**src/rtl/gpio_irq_pkg.sv**
```systemverilog
package gpio_irq_pkg;
    localparam int REG_W   = 32;
    localparam int HALF_W  = REG_W / 2;
    localparam int HI_STEP = 4;

    localparam int OFS_EN    = 'h10;
    localparam int OFS_MASK  = 'h18;
    localparam int OFS_TYPE  = 'h20;
    localparam int OFS_POL   = 'h28;
    localparam int OFS_ANY   = 'h30;
    localparam int OFS_MSTAT = 'h50;
    localparam int OFS_RAW   = 'h58;
    localparam int OFS_ACK   = 'h60;
endpackage

```
**src/rtl/gpio_irq_cfg.sv**
```systemverilog
module gpio_irq_cfg
    import gpio_irq_pkg::*;
#(
    parameter int NPINS  = 32,
    parameter int ADDR_W = 8
) (
    input  logic              clk,
    input  logic              rst_n,
    input  logic              wr_i,
    input  logic [ADDR_W-1:0] addr_i,
    input  logic [REG_W-1:0]  wdata_i,
    output logic [NPINS-1:0]  en_o,
    output logic [NPINS-1:0]  mask_o,
    output logic [NPINS-1:0]  type_o,
    output logic [NPINS-1:0]  pol_o,
    output logic [NPINS-1:0]  any_o,
    output logic [NPINS-1:0]  ack_o
);
    typedef struct packed {
        logic [NPINS-1:0] en;
        logic [NPINS-1:0] msk;
        logic [NPINS-1:0] typ;
        logic [NPINS-1:0] pol;
        logic [NPINS-1:0] any;
    } cfg_t;

    cfg_t cfg_d, cfg_q;
    logic [REG_W-1:0] ack_we, ack_val;

    // Place the 16 enable bits of the word in the addressed half.
    function automatic logic [REG_W-1:0] lane_we(input logic [ADDR_W-1:0] a,
                                                 input int base,
                                                 input logic [REG_W-1:0] wd);
        logic [REG_W-1:0] r;
        r = '0;
        if (a == ADDR_W'(base))
            r[HALF_W-1:0] = wd[REG_W-1:HALF_W];
        else if (a == ADDR_W'(base + HI_STEP))
            r[REG_W-1:HALF_W] = wd[REG_W-1:HALF_W];
        return r;
    endfunction

    // Place the 16 value bits of the word in the addressed half.
    function automatic logic [REG_W-1:0] lane_val(input logic [ADDR_W-1:0] a,
                                                  input int base,
                                                  input logic [REG_W-1:0] wd);
        logic [REG_W-1:0] r;
        r = '0;
        if (a == ADDR_W'(base))
            r[HALF_W-1:0] = wd[HALF_W-1:0];
        else if (a == ADDR_W'(base + HI_STEP))
            r[REG_W-1:HALF_W] = wd[HALF_W-1:0];
        return r;
    endfunction

    function automatic logic [NPINS-1:0] merge(input logic [NPINS-1:0] cur,
                                               input logic [REG_W-1:0] we,
                                               input logic [REG_W-1:0] val);
        return (cur & ~we[NPINS-1:0]) | (val[NPINS-1:0] & we[NPINS-1:0]);
    endfunction

    always_comb begin
        cfg_d   = cfg_q;
        ack_we  = '0;
        ack_val = '0;
        if (wr_i) begin
            cfg_d.en  = merge(cfg_q.en,  lane_we(addr_i, OFS_EN,   wdata_i), lane_val(addr_i, OFS_EN,   wdata_i));
            cfg_d.msk = merge(cfg_q.msk, lane_we(addr_i, OFS_MASK, wdata_i), lane_val(addr_i, OFS_MASK, wdata_i));
            cfg_d.typ = merge(cfg_q.typ, lane_we(addr_i, OFS_TYPE, wdata_i), lane_val(addr_i, OFS_TYPE, wdata_i));
            cfg_d.pol = merge(cfg_q.pol, lane_we(addr_i, OFS_POL,  wdata_i), lane_val(addr_i, OFS_POL,  wdata_i));
            cfg_d.any = merge(cfg_q.any, lane_we(addr_i, OFS_ANY,  wdata_i), lane_val(addr_i, OFS_ANY,  wdata_i));
            ack_we    = lane_we(addr_i, OFS_ACK, wdata_i);
            ack_val   = lane_val(addr_i, OFS_ACK, wdata_i);
        end
    end

    always_ff @(posedge clk or negedge rst_n) begin
        if (!rst_n) cfg_q <= '0;
        else        cfg_q <= cfg_d;
    end

    assign en_o   = cfg_q.en;
    assign mask_o = cfg_q.msk;
    assign type_o = cfg_q.typ;
    assign pol_o  = cfg_q.pol;
    assign any_o  = cfg_q.any;
    assign ack_o  = ack_we[NPINS-1:0] & ack_val[NPINS-1:0];

    // a write whose enable half is all zero changes no configuration bit
    a_r2_no_enable_no_change: assert property (@(posedge clk) disable iff (!rst_n)
        (wr_i && (wdata_i[REG_W-1:HALF_W] == '0)) |=> $stable(cfg_q));
endmodule

```
**src/rtl/gpio_irq_detect.sv**
```systemverilog
module gpio_irq_detect #(
    parameter int NPINS = 32
) (
    input  logic             clk,
    input  logic             rst_n,
    input  logic [NPINS-1:0] pin_i,
    input  logic [NPINS-1:0] en_i,
    input  logic [NPINS-1:0] type_i,
    input  logic [NPINS-1:0] pol_i,
    input  logic [NPINS-1:0] any_i,
    input  logic [NPINS-1:0] ack_i,
    output logic [NPINS-1:0] raw_o
);
    typedef struct packed {
        logic [NPINS-1:0] prev;
        logic [NPINS-1:0] sticky;
    } det_t;

    det_t st_d, st_q;
    logic [NPINS-1:0] hit;
    logic [NPINS-1:0] lvl;

    for (genvar i = 0; i < NPINS; i++) begin : g_pin
        logic rise, fall;
        assign rise   = pin_i[i] & ~st_q.prev[i];
        assign fall   = ~pin_i[i] & st_q.prev[i];
        assign hit[i] = en_i[i] & (any_i[i] ? (rise | fall)
                                            : (type_i[i] & (pol_i[i] ? rise : fall)));
        assign lvl[i] = en_i[i] & ~type_i[i] & ~any_i[i] & (pin_i[i] == pol_i[i]);
        assign raw_o[i] = (type_i[i] | any_i[i]) ? st_q.sticky[i] : lvl[i];
    end

    always_comb begin
        st_d        = st_q;
        st_d.prev   = pin_i;
        st_d.sticky = (st_q.sticky & ~ack_i) | hit;   // set beats clear
    end

    always_ff @(posedge clk or negedge rst_n) begin
        if (!rst_n) st_q <= '0;
        else        st_q <= st_d;
    end

    // a sticky bit only drops on a cycle that acknowledged it
    a_r7_sticky_holds: assert property (@(posedge clk) disable iff (!rst_n)
        1'b1 |=> ((($past(st_q.sticky) & ~$past(ack_i)) & ~st_q.sticky) == '0));

    // an edge meeting its acknowledge leaves the bit set
    a_r8_set_wins: assert property (@(posedge clk) disable iff (!rst_n)
        1'b1 |=> (($past(hit & ack_i) & ~st_q.sticky) == '0));

    // no sticky bit rises on a pin that was disabled
    a_r4_enable_gate: assert property (@(posedge clk) disable iff (!rst_n)
        1'b1 |=> ((st_q.sticky & ~$past(st_q.sticky) & ~$past(en_i)) == '0));
endmodule

```
**src/rtl/gpio_irq_unit.sv**
```systemverilog
module gpio_irq_unit
    import gpio_irq_pkg::*;
#(
    parameter int NPINS  = 32,
    parameter int ADDR_W = 8
) (
    input  logic              clk,
    input  logic              rst_n,
    input  logic [NPINS-1:0]  pin_i,
    input  logic              reg_wr_i,
    input  logic [ADDR_W-1:0] reg_addr_i,
    input  logic [REG_W-1:0]  reg_wdata_i,
    output logic [REG_W-1:0]  reg_rdata_o,
    output logic              irq_o
);
    typedef struct packed {
        logic irq;
    } top_t;

    top_t top_d, top_q;
    logic [NPINS-1:0] en, msk, typ, pol, any, ack, raw, mstat;

    gpio_irq_cfg #(.NPINS(NPINS), .ADDR_W(ADDR_W)) cfg_i (
        .clk    (clk),
        .rst_n  (rst_n),
        .wr_i   (reg_wr_i),
        .addr_i (reg_addr_i),
        .wdata_i(reg_wdata_i),
        .en_o   (en),
        .mask_o (msk),
        .type_o (typ),
        .pol_o  (pol),
        .any_o  (any),
        .ack_o  (ack)
    );

    gpio_irq_detect #(.NPINS(NPINS)) det_i (
        .clk   (clk),
        .rst_n (rst_n),
        .pin_i (pin_i),
        .en_i  (en),
        .type_i(typ),
        .pol_i (pol),
        .any_i (any),
        .ack_i (ack),
        .raw_o (raw)
    );

    assign mstat = raw & ~msk;

    function automatic logic [REG_W-1:0] rd_sel(input logic [ADDR_W-1:0] a,
                                                input int base,
                                                input logic [REG_W-1:0] v);
        if (a == ADDR_W'(base))
            return {{HALF_W{1'b0}}, v[HALF_W-1:0]};
        if (a == ADDR_W'(base + HI_STEP))
            return {{HALF_W{1'b0}}, v[REG_W-1:HALF_W]};
        return '0;
    endfunction

    always_comb begin
        reg_rdata_o = rd_sel(reg_addr_i, OFS_EN,    REG_W'(en))
                    | rd_sel(reg_addr_i, OFS_MASK,  REG_W'(msk))
                    | rd_sel(reg_addr_i, OFS_TYPE,  REG_W'(typ))
                    | rd_sel(reg_addr_i, OFS_POL,   REG_W'(pol))
                    | rd_sel(reg_addr_i, OFS_ANY,   REG_W'(any))
                    | rd_sel(reg_addr_i, OFS_MSTAT, REG_W'(mstat))
                    | rd_sel(reg_addr_i, OFS_RAW,   REG_W'(raw));
    end

    always_comb begin
        top_d     = top_q;
        top_d.irq = |mstat;
    end

    always_ff @(posedge clk or negedge rst_n) begin
        if (!rst_n) top_q <= '0;
        else        top_q <= top_d;
    end

    assign irq_o = top_q.irq;

    // with every pin masked, no request follows
    a_r6_full_mask_quiet: assert property (@(posedge clk) disable iff (!rst_n)
        (&msk) |=> !irq_o);
endmodule

```
**config.mk**
```make
export PLATFORM = sky130hd
export DESIGN_NAME = gpio_irq_unit
export DESIGN_NICKNAME = d
export VERILOG_FILES = /design/src/rtl/gpio_irq_pkg.sv /design/src/rtl/gpio_irq_cfg.sv /design/src/rtl/gpio_irq_detect.sv /design/src/rtl/gpio_irq_unit.sv
export SDC_FILE = /design/constraint.sdc
export NUM_CORES = 1
export LEC_CHECK = 0
export ABC_AREA = 1
export BUFFER_PORTS_ARGS = -buffer_cell sky130_fd_sc_hd__buf_2
export CORE_UTILIZATION = 35
export CTS_BUF_LIST = sky130_fd_sc_hd__clkbuf_4 sky130_fd_sc_hd__clkbuf_8
export CTS_CLUSTER_SIZE = 25
export DETAILED_ROUTE_END_ITERATION = 6
export GPL_TIMING_DRIVEN = 0
export PLACE_DENSITY_LB_ADDON = 0.3
export SETUP_SLACK_MARGIN = 0.5
export SYNTH_ARGS = -nofsm -noshare
export SYNTH_HDL_FRONTEND = slang
export SYNTH_SLANG_ARGS = --single-unit
```
**constraint.sdc**
```tcl
create_clock -name clk -period 2.1 [get_ports clk]
set_input_delay 0.315 -clock clk [delete_from_list [all_inputs] [get_ports clk]]
set_output_delay 0.315 -clock clk [all_outputs]
set_load 0.02 [all_outputs]
```
Word level (Yosys, flattened, before mapping)
Index checks and enable logic that the tools add are counted.
{ "classes": {"n_eq_ne": 48, "muxes": 203, "bitwise": 448, "n_reduce_logical": 1} }
{ "op_table": {"columns": ["operator", "count"], "rows": [
  ["32-bit 2-to-1 mux", 30],
  ["16-bit 2-to-1 mux", 56],
  ["32-bit bitwise AND", 13],
  ["32-bit OR", 12],
  ["1-bit bitwise AND", 224],
  ["32-bit NOT", 7],
  ["1-bit NOT", 128],
  ["1-bit 2-to-1 mux", 117],
  ["1-bit OR", 64],
  ["8-bit by 6-bit == test with 1-bit output (second input constant)", 6],
  ["8-bit by 7-bit == test with 1-bit output (second input constant)", 6],
  ["1-bit == test", 32],
  ["8-bit by 5-bit == test with 1-bit output (second input constant)", 4],
  ["32-bit OR reduction", 1]
]} }
{ "word_totals": {"reg_bits": 225, "in_bits": 75, "out_inout_bits": 33, "elab_cells": 708} }

Logic depth before layout (Yosys ltp)
Gate-level depths: netlist of the first run.
{ "depth": {"word_depth": 12, "depth_mapped": 11, "mapped_depth_nobuf": 11} }

By module
A second synthesis of the first run with hierarchy kept.
{ "hier_totals": {"cells_unflattened": 2494, "area_unflattened_um2": 16080.4} }
{ "by_module_without_submodules": {"columns": ["mod", "instances", "cells_each", "area_each_um2", "seq_area_each_um2"], "rows": [
  ["gpio_irq_cfg", 1, 985, 7773.7, 4003.8],
  ["gpio_irq_detect", 1, 785, 5196.2, 1601.5],
  ["gpio_irq_unit", 1, 724, 3110.5, 25.0]
]} }

Worst setup path before layout of the first run
Ideal clock, no wire load.
{ "synth_timing": {"path_type": "input -> output", "start": "input port reg_addr_i[1]", "end": "output port reg_rdata_o[13]", "t_arrival_ps": 1484, "required_time_ps": 1785, "path_slack_ps": 301, "cell_stages": 11, "path_buffers": 2, "path_cell_list": "nor2_4 nand3_1 buf_4 nor2_4 inv_2 buf_2 o21ai_0 nor2_1 nand2_1 nor2_1 nand2_1"} }
{ "synth_via": {"elab_chain_cells": 11, "elab_cells_between_ends": 62, "cone_classes": "14 x eq/ne; 42 x mux; 6 x bitwise"} }
{ "synth_lines": {"columns": ["item", "line_no", "source"], "rows": [
  ["from (decl)", "gpio_irq_unit.sv:11", "input logic [ADDR_W-1:0] reg_addr_i,"],
  ["8-bit by 5-bit == test with 1-bit output", "gpio_irq_unit.sv:56", "if (a == ADDR_W'(base + HI_STEP))"],
  ["1-bit 2-to-1 mux (2 in a row)", "gpio_irq_unit.sv:56", null],
  ["32-bit 2-to-1 mux", "gpio_irq_unit.sv:58", "return '0;"],
  ["32-bit 2-to-1 mux", "gpio_irq_unit.sv:56", null],
  ["32-bit OR", "gpio_irq_unit.sv:63", "| rd_sel(reg_addr_i, OFS_MASK, REG_W'(msk))"],
  ["32-bit OR", "gpio_irq_unit.sv:64", "| rd_sel(reg_addr_i, OFS_TYPE, REG_W'(typ))"],
  ["32-bit OR", "gpio_irq_unit.sv:65", "| rd_sel(reg_addr_i, OFS_POL, REG_W'(pol))"],
  ["32-bit OR", "gpio_irq_unit.sv:66", "| rd_sel(reg_addr_i, OFS_ANY, REG_W'(any))"],
  ["32-bit OR", "gpio_irq_unit.sv:67", "| rd_sel(reg_addr_i, OFS_MSTAT, REG_W'(mstat))"],
  ["32-bit OR *", "gpio_irq_unit.sv:68", "| rd_sel(reg_addr_i, OFS_RAW, REG_W'(raw));"],
  ["to (decl)", "gpio_irq_unit.sv:13", "output logic [REG_W-1:0] reg_rdata_o,"]
]} }
Every way passes the cells marked *; elsewhere a longest branch is shown, timed or not. The select of a mux whose other input is x is not followed.

Final worst setup path of the first run
{ "layout_timing": {"start": "input port reg_addr_i[2]", "end": "output port reg_rdata_o[6]"} }
Same word-level chain as after synthesis.

==> results of run 1 <==
==> per-layer routing <==
layer  GRT usage, %  part of all wire [%]  up-vias  wire length (um)
met3           4.91                    10      179              5600
met1           37.8                    41     7026             22500
li1               -                     -     6683                 -
met4           12.5                   4.9        2              2680
met5              0                 0.028        -                15
met2           42.4                    43      804             23700
==> power by group <==
part / switching (uW) / leakage, uW / internal [uW]
Sequential: 151 / 0.00279 / 4530
Clock: 2010 / 0.000486 / 2650
Combinational: 791 / 0.00560 / 476
==> what timing repair did <==
item | CTS | global route
resized for setup | 232 | 119
setup buffers | 110 | 22
hold endpoints to repair | 141 | 0
pin swaps | 87 | 54
hold buffers | 35 | 0
endpoints found under the setup margin | 169 | 218
==> worst max-delay path by stage <==
| stage | startpoint | to | slack, ps | cells past startpoint |
|---|---|---|---|---|
| final | reg_addr_i[2] | reg_rdata_o[6] | -100 | 14 |
| after global routing | flop | reg_rdata_o[7] | -160 | 8 |
| after floorplan | reg_addr_i[0] | reg_rdata_o[12] | 360 | 8 |
| after CTS | flop | reg_rdata_o[14] | -70 | 7 |
| after detailed placement | reg_addr_i[0] | flop | -1080 | 8 |
| after global placement | rst_n | async pin | -3530 | 1 |
==> logic make-up after synthesis <==
kind of cell	share of synthesized area, %
mux	0.523
other cells	0.0280
fa+ha+maj	5.97
flops	42.0
compound gates	19.0
buf+inv	9.38
simple gates	23.1
==> critical path, stage by stage <==
cell and delay (ps):
buf_2 150, inv_1 160, nand3_4 110, buf_12 160
nor2_4 130, clkinv_4 90, buf_12 150, buf_8 140
nor2_2 80, nor2_1 50, nand2_1 60, nor2_1 50
nand2_2 90, buf_6 120
==> placed cells by master (no fill, tap or decap), types with 7 or more instances in the layout <==
cell           netlist  final
o21ai_2              0     34
a22o_1              10     10
a31oi_1             26     26
nor3_1              21     19
clkbuf_4             0     17
dfrtp_1            225    223
clkinv_2             0      7
conb_1               1     16
o21ai_0            331    271
inv_2                7     43
ha_1                64     64
buf_12               0     11
a22oi_1             12     12
clkbuf_8             0     56
nor2_2               7     14
buf_2               20     79
o21ai_1             22     45
o211ai_1             7      7
nand3_2              4     12
nand2_1            417    373
nand3_1             87     74
buf_4               19    141
clkbuf_2             1     12
a21oi_1             50     49
mux2i_1              7      7
buf_6                0     34
o22ai_1             20     20
inv_1              229    189
dlygate4sd3_1        0     35
nand4_1             21     21
nand2_2              0     44
nor2_1             187    169
nor2_4               3     14
==> area by class of cell <==
class | count | area (sq um) | area share [%]
Buffer | 72 | 616 | 3.45
Clock buffer | 67 | 841 | 4.71
Multi-Input combinational cell | 1320 | 7070 | 39.6
Inverter | 237 | 923 | 5.17
Clock inverter | 7 | 60.1 | 0.336
Sequential cell | 225 | 5630 | 31.6
Tap cell | 511 | 639 | 3.58
Timing Repair Buffer | 258 | 2070 | 11.6
==> synth_stat cells (10+ instances only) <==
cell type	instances
o22ai_1	20
nand4_1	21
ha_1	64
buf_4	19
nand3_1	87
a31oi_1	26
inv_1	229
o21ai_1	22
nor2_1	187
dfrtp_1	225
buf_2	20
a22oi_1	12
a22o_1	10
nand2_1	417
o21ai_0	331
nor3_1	21
a21oi_1	50
clkbuf_1	30
==> per-stage QoR <==
| step | total power, uW | worst slack, ps |
|---|---|---|
| 2_1_floorplan | 5270 | 357 |
| 3_3_place_gp | 5700 | -3530 |
| 3_5_place_dp | 5740 | -1080 |
| 4_1_cts | 10600 | -65.5 |
| 5_1_grt | 11000 | -159 |
| 6_report | 10600 | -99.8 |
==> out/qor.csv, run 1 <==
stage;metric;value;unit
timing;whs;23.6;ps
die;fp.dieW;198;um
worst_setup_path;crit_fanout;7;
routing;dr.pass1.iters;6;
cells_and_area;nFillCells;3766;
clock_network;cts_root_buffer;clkbuf_8;
cells_and_area;antennaDiodeCount;0;
synth;synth_ff_type;dfrtp_1;
die;rows;71;
routing;vias;14700;
clock_network;h-tree-depth;2;
hold_path;hold_class;primary input to flop;
timing;setup_ws;-99.8;ps
worst_setup_path;r2r_end;irq_o;
clock_network;clkTransAtPathRegs;60;ps
clock_network;cts_tree;built;
placement;dp_hpwl;34300;um
timing;grt_setup_unrepaired;yes;
cells_and_area;fin_nets;2295;
timing;slew_headroom;37.3;%
synth;postSynth.asyncResetShare;100;%
timing;fmax;0.455;GHz
placement;port_buffers;90;
timing;period_needed;2200;ps
cells_and_area;syn_to_final_growth;33.1;%
global_route;grt_pass1_wl;80900;um
routing;drcViolationCount;0;
hold_path;holdPathStages;3;
clock_network;clock-sinks;225;
die;io_pins;108;
synth;yosysTopAreaCell;dfrtp_1;
placement;placed_cells;2456;
synth;ys_seq_area_share;42.0;%
routing;routed_wirelength;54400;um
worst_setup_path;worstPathRequired;1780;ps
worst_setup_path;arrival;1880;ps
global_route;grt_pass1_vias;13900;
status;outcome;complete, but fails checks;
worst_setup_path;reg2reg_slack;70;ps
timing;setup_viol;16;
hold_path;worstHoldStart;reg_wdata_i[13];
synth;synth_cell_types;33;
timing;slew_violations;0;
cells_and_area;final_util;47.4;%
power_and_ir_drop;worst_ir_drop_vdd;418;uV
placement;gp_congestion;0.950;
clock_network;ctsLongestPathBuffers;3;
power_and_ir_drop;power.density;594;nW/um^2
synth;synth_enable_flop_cells;0;
timing;clock-skew-final;24.5;ps
placement;placed_cell_area;14800;sq um
power_and_ir_drop;static-leakage-power;0.00888;uW
cells_and_area;fin_cells;2697;
synth;synthCells;1839;
worst_setup_path;startpoint_type;primary input;
routing;drt_iter0_markers;1483;
timing;worst-slew-pin-transition;941;ps
routing;drt-wirelength-per-cell;20.2;um
clock_network;cts_buffers;42;
global_route;grt_max_degree;119;
worst_setup_path;reg2regPathDepth;16;
cells_and_area;drive_gt1_share;24.9;%
status;failed_checks;setup timing;
synth;ys_top_cells_by_area;dfrtp_1, o21ai_0, nand2_1, inv_1, ha_1;
synth;synth_area_per_cell;7.29;sq um
die;die-height;198;um
timing;hold_viol;0;
synth;yosysWarnings;0;
timing;fin_crit_sh;105;%
worst_setup_path;critPathKind;primary input to output port;
worst_setup_path;crit_path_end_kind;output port;
routing;ant_nets;0;
clock_network;clk_latency;580;ps
timing;finalSetupTns;-848;ps
synth;synth_area;13400;sq um
synth;synth_top_area_share;42.0;%
die;start_util;35.6;%
cells_and_area;stdcell_area;17900;sq um
routing;vias_per_cell;5.45;
synth;synth-seq-cells;225;
run;drv_cap;0;
global_route;track_usage;27.6;%
die;die_area;39100;sq um
global_route;antenna_found_initial;1;
die;core;37700;sq um
global_route;grt-ovfl-total;0;
(Power assumes the default switching activity.)
==> run 2: changes to the inputs <==
MAX_ROUTING_LAYER = met4   (was not set)
SLEW_MARGIN = 20   (was not set)
==> run 2 against run 1 <==
Against the previous run: the flow still finishes with violations (setup timing); critical endpoint is now reg_rdata_o[14]; worst hold slack got worse by 2.8 ps; cell count fell by 0.11%; first-iteration DRC count fell by 4.2%; largest power group unchanged; non-clock buffer count fell by 1.
==> out/qor.csv, run 2 (synthesis results as in run 1) <==
stage;metric;value;unit
placement;dp_hpwl;34800;um
timing;worst-slew-pin-transition;993;ps
worst_setup_path;critPathBufInv;4;
global_route;grt_max_degree;90;
placement;placed_cells;2457;
timing;whs;20.8;ps
routing;vias;14800;
routing;ant_nets;0;
timing;slew_headroom;33.8;%
cells_and_area;nFillCells;3699;
routing;routed_wirelength;55900;um
cells_and_area;stdcell_area;17900;sq um
cells_and_area;final_common_cell;nand2_1;
cells_and_area;antennaDiodeCount;0;
global_route;grt_pass1_wl;82100;um
clock_network;clock-sinks;225;
die;fp.dieW;198;um
power_and_ir_drop;static-leakage-power;0.00887;uW
placement;gp_congestion;0.946;
global_route;grt_pass1_vias;13900;
clock_network;cts_root_buffer;clkbuf_8;
power_and_ir_drop;power.density;588;nW/um^2
timing;fin_crit_sh;107;%
routing;drt-wirelength-per-cell;20.7;um
clock_network;ctsLongestPathBuffers;3;
status;outcome;complete, but fails checks;
placement;dpl_worst_slack;-1120;ps
worst_setup_path;critical-path-top-delay-family;simple AND/OR/NAND/NOR gates;
clock_network;h-tree-depth;2;
cells_and_area;fin_nets;2296;
cells_and_area;drive_gt1_share;25.3;%
worst_setup_path;crit_slowest_cell;o21ai_0;
worst_setup_path;arrival;1930;ps
worst_setup_path;path_cells;buf_6, nor2_4, buf_4, nand3_4, nor2_4, clkinvlp_4, o21ai_0, nor3_2, nand2_2, buf_6;
worst_setup_path;critPathKind;primary input to output port;
hold_path;hold_class;primary input to flop;
timing;clock-skew-final;22.1;ps
timing;slew_violations;0;
die;die-height;198;um
timing;period_needed;2250;ps
die;rows;71;
cells_and_area;fin_cells;2694;
placement;port_buffers;90;
die;io_pins;108;
worst_setup_path;cpPeakStageDelay;270;ps
clock_network;cts_buffers;43;
global_route;grt-ovfl-total;0;
worst_setup_path;crit_path_end_kind;output port;
clock_network;cts_tree;built;
placement;placed_cell_area;14800;sq um
worst_setup_path;startpoint_type;primary input;
die;die_area;39100;sq um
timing;grt_setup_unrepaired;yes;
global_route;antenna_found_initial;0;
power_and_ir_drop;totalPowerFinal;10500;uW
worst_setup_path;worstPathRequired;1780;ps
clock_network;clkTransAtPathRegs;60;ps
power_and_ir_drop;worst_ir_drop_vdd;453;uV
cells_and_area;syn_to_final_growth;33.7;%
die;start_util;35.6;%
timing;setup_ws;-150;ps
timing;hold_viol;0;
timing;setup_viol;16;
cells_and_area;regArea;5640;sq um
clock_network;clk_latency;590;ps
status;failed_checks;setup timing;
timing;fmax;0.444;GHz
cells_and_area;final_cell_mix;nand2_1, o21ai_0, dfrtp_1;
routing;drcViolationCount;0;
run;drv_cap;0;
routing;drt_iter0_markers;1421;
routing;dr.pass1.iters;6;
global_route;track_usage;29.1;%
routing;vias_per_cell;5.49;
worst_setup_path;crit_fanout;6;
cells_and_area;multiInputGateArea;7090;sq um
die;core;37700;sq um
run 2: cell types whose count changed in the layout (fill, tap and decap cells not counted), moves of 5 or more:
cell / delta
buf_4: -6
clkinv_2: -6
clkbuf_4: +5
o21ai_1: +5
nand2_2: +7
nand2_1: -8
inv_2: +5
inv_1: -5
run 2: worst register-to-register path, stage by stage, from the launching register on:
cell and delay [ps]:
dfrtp_1 420, nor2_1 100, nand2_1 70, o21ai_2 170
nand2_2 90, buf_4 140, buf_6 110, buf_6 110
buf_6 100, buf_6 100, buf_6 100, buf_6 100
nand2_2 40, nor2_1 50, nand2_1 100, nor2_4 60
nand2_2 90
run 2: where the power goes:
part           switching, uW  total (uW)  internal (uW)  leakage [uW]
Sequential               150        4680           4530       0.00279
Clock                   1990        4610           2620      0.000466
Combinational            794        1260            465       0.00562
Total                   2930       10500           7610       0.00887
run 2: worst paths after layout:
path / from / to / slack (ps) / depth (start not counted)
max in group asynchronous: rst_n / async pin / 1000 / 3
min in group asynchronous: rst_n / async pin / 240 / 2
worst max-delay path: reg_addr_i[0] / reg_rdata_o[14] / -150 / 10
worst max register to register: flop / irq_o / 60 / 16
worst min register to register: det_i.st_q[20] / det_i.st_q[20] / 500 / 2
worst min-delay path: reg_wdata_i[1] / flop / 20 / 3
run 2: what timing repair did:
action,in CTS,in global routing
hold buffers,35,0
endpoints found under the hold margin,84,0
setup endpoints to repair,169,107
resized for setup,258,127
cloned,1,3
pin swaps,76,42
buffers inserted,92,35
run 2: final cells by class:
cell class	instances	area share (%)
Buffer	72	3.67
Clock buffer	68	4.66
Clock inverter	3	0.237
Inverter	237	5.19
Multi-Input combinational cell	1320	39.6
Sequential cell	225	31.4
Tap cell	511	3.57
Timing Repair Buffer	257	11.7
Timing Repair inverter	1	0.0209
run 2: metal layers:
metal	share of wire [%]	global-route usage, %
met5	0	-
met4	5.2	14.2
met3	11	4.77
met2	43	43.2
met1	40	38.4
run 2: per-stage QoR:
| stage | setup TNS [ps] | util [%] |
|---|---|---|
| floorplan | 0 | - |
| CTS | -855 | 46.1 |
| detailed placement | -74330 | 39.2 |
| global route | -2250 | 47.6 |
| global placement | -858230 | 39.1 |
| finish | -1670 | 47.6 |
==> run 3: changes to the inputs <==
HOLD_SLACK_MARGIN = 0.03   (was not set)
==> run 3 against run 2 <==
Against the previous run: the run ends with DRC, setup timing left; worst setup slack improved by 18 ps; power is 0.13% higher; cell count up 0.22%; critical endpoint unchanged.
==> out/qor.csv, run 3 (synthesis results as in run 1) <==
stage;metric;value;unit
die;io_pins;108;
routing;routed_wirelength;56000;um
cells_and_area;final_util;47.8;%
hold_path;hold_class;primary input to flop;
placement;port_buffers;90;
routing;drt_iter0_markers;1486;
run;drv_cap;0;
cells_and_area;fin_nets;2302;
clock_network;clkTransAtPathRegs;60;ps
worst_setup_path;startpoint_type;primary input;
placement;gp_congestion;0.946;
worst_setup_path;cpPeakStageDelay;270;ps
clock_network;ctsLongestPathBuffers;3;
worst_setup_path;critPathKind;primary input to output port;
routing;drcViolationCount;9;
status;failed_checks;DRC, setup timing;
timing;grt_setup_unrepaired;yes;
global_route;grt-ovfl-total;0;
die;fp.dieW;198;um
placement;dpl_worst_slack;-1120;ps
worst_setup_path;worstPathRequired;1780;ps
timing;setup_ws;-132;ps
power_and_ir_drop;totalPowerFinal;10600;uW
routing;vias_per_cell;5.50;
routing;ant_nets;0;
die;die-height;198;um
routing;vias;14800;
timing;hold_viol;0;
cells_and_area;drive_gt1_share;25.3;%
worst_setup_path;crit_fanout;6;
clock_network;cts_root_buffer;clkbuf_8;
worst_setup_path;path_cells;buf_6, nor2_4, buf_4, nand3_4, nor2_4, clkinvlp_4, o21ai_0, nor3_2, nand2_2, buf_6;
global_route;grt_pass1_wl;82100;um
die;die_area;39100;sq um
cells_and_area;nFillCells;3699;
cells_and_area;syn_to_final_growth;34.2;%
global_route;grt_pass1_vias;13900;
power_and_ir_drop;worst_ir_drop_vdd;468;uV
placement;dp_hpwl;34800;um
worst_setup_path;arrival;1920;ps
hold_path;holdPathStages;3;
worst_setup_path;crit_path_end_kind;output port;
power_and_ir_drop;power.density;587;nW/um^2
power_and_ir_drop;static-leakage-power;0.00890;uW
timing;slew_headroom;35.4;%
cells_and_area;final_common_cell;nand2_1;
routing;dr.pass1.iters;7;
die;start_util;35.6;%
timing;setup_viol;16;
worst_setup_path;crit_slowest_cell;o21ai_0;
timing;whs;44.9;ps
die;rows;71;
clock_network;cts_buffers;43;
routing;drt-wirelength-per-cell;20.7;um
timing;slew_violations;0;
die;core;37700;sq um
global_route;grt_max_degree;90;
status;outcome;complete, but fails checks;
clock_network;clock-sinks;225;
timing;fmax;0.448;GHz
cells_and_area;final_cell_mix;nand2_1, o21ai_0, dfrtp_1;
timing;fin_crit_sh;106;%
cells_and_area;antennaDiodeCount;0;
global_route;track_usage;29.1;%
clock_network;clk_latency;590;ps
timing;period_needed;2230;ps
timing;worst-slew-pin-transition;969;ps
global_route;antenna_found_initial;0;
clock_network;cts_tree;built;
clock_network;h-tree-depth;2;
timing;clock-skew-final;23.0;ps
worst_setup_path;reg2regPathDepth;16;
timing;finalSetupTns;-1500;ps
## run 3: cell count changes in the layout (fill, tap and decap cells not counted)
cell | previous run | this run
dlygate4sd3_1 | 35 | 41
## run 3: final timing paths
kind,start,end,slack [ps]
worst max-delay path,reg_addr_i[0],reg_rdata_o[14],-130
worst min-delay path,reg_wdata_i[11],flop,40
worst max register to register,flop,irq_o,60
worst min register to register,det_i.st_q[7],det_i.st_q[7],500
max in group asynchronous,rst_n,async pin,1010
min in group asynchronous,rst_n,async pin,240
## run 3: metal layers
layer | part of all wire [%] | track usage (%) | vias to the layer above
li1 | - | - | 6688
met1 | 40 | 38.4 | 7091
met2 | 43 | 43.2 | 872
met3 | 11 | 4.77 | 191
met4 | 5.2 | 14.2 | 0
met5 | 0 | - | -
## run 3: area by class of cell
cell class	count	area, sq um	share of cell area (%)
Multi-Input combinational cell	1320	7090	39.4
Timing Repair Buffer	263	2150	11.9
Tap cell	511	639	3.55
Buffer	72	658	3.66
Inverter	237	931	5.17
Timing Repair inverter	1	3.75	0.0209
Clock buffer	68	836	4.65
Clock inverter	3	42.5	0.236
Sequential cell	225	5640	31.3
## run 3: power by group
part	total (uW)	internal (uW)	switching [uW]	leakage [uW]
Clock	4610	2620	1990	0.000466
Combinational	1270	473	795	0.00564
Sequential	4680	4530	149	0.00279
Total	10600	7620	2940	0.00890
## run 3: timing repair
item / 4_1_cts / 5_1_grt
hold buffers: 41 / 0
cloned: 1 / 3
setup buffers: 92 / 35
endpoints found under the setup margin: 169 / 107
gates resized for setup: 258 / 127
pin swaps: 76 / 42
hold endpoints to repair: 101 / 0
## run 3: per-stage QoR
| step | std cells | instance area, sq um |
|---|---|---|
| CTS | 2662 | 17400 |
| global placement | 2455 | 14700 |
| global route | 2700 | 18000 |
| floorplan | 1854 | 13600 |
| finish | 2700 | 18000 |
| detailed placement | 2457 | 14800 |
## run 3: critical path: cells and delay by family
family	cells	cell delay [ps]
simple gates	5	740
buf+inv	4	600
compound gates	1	270
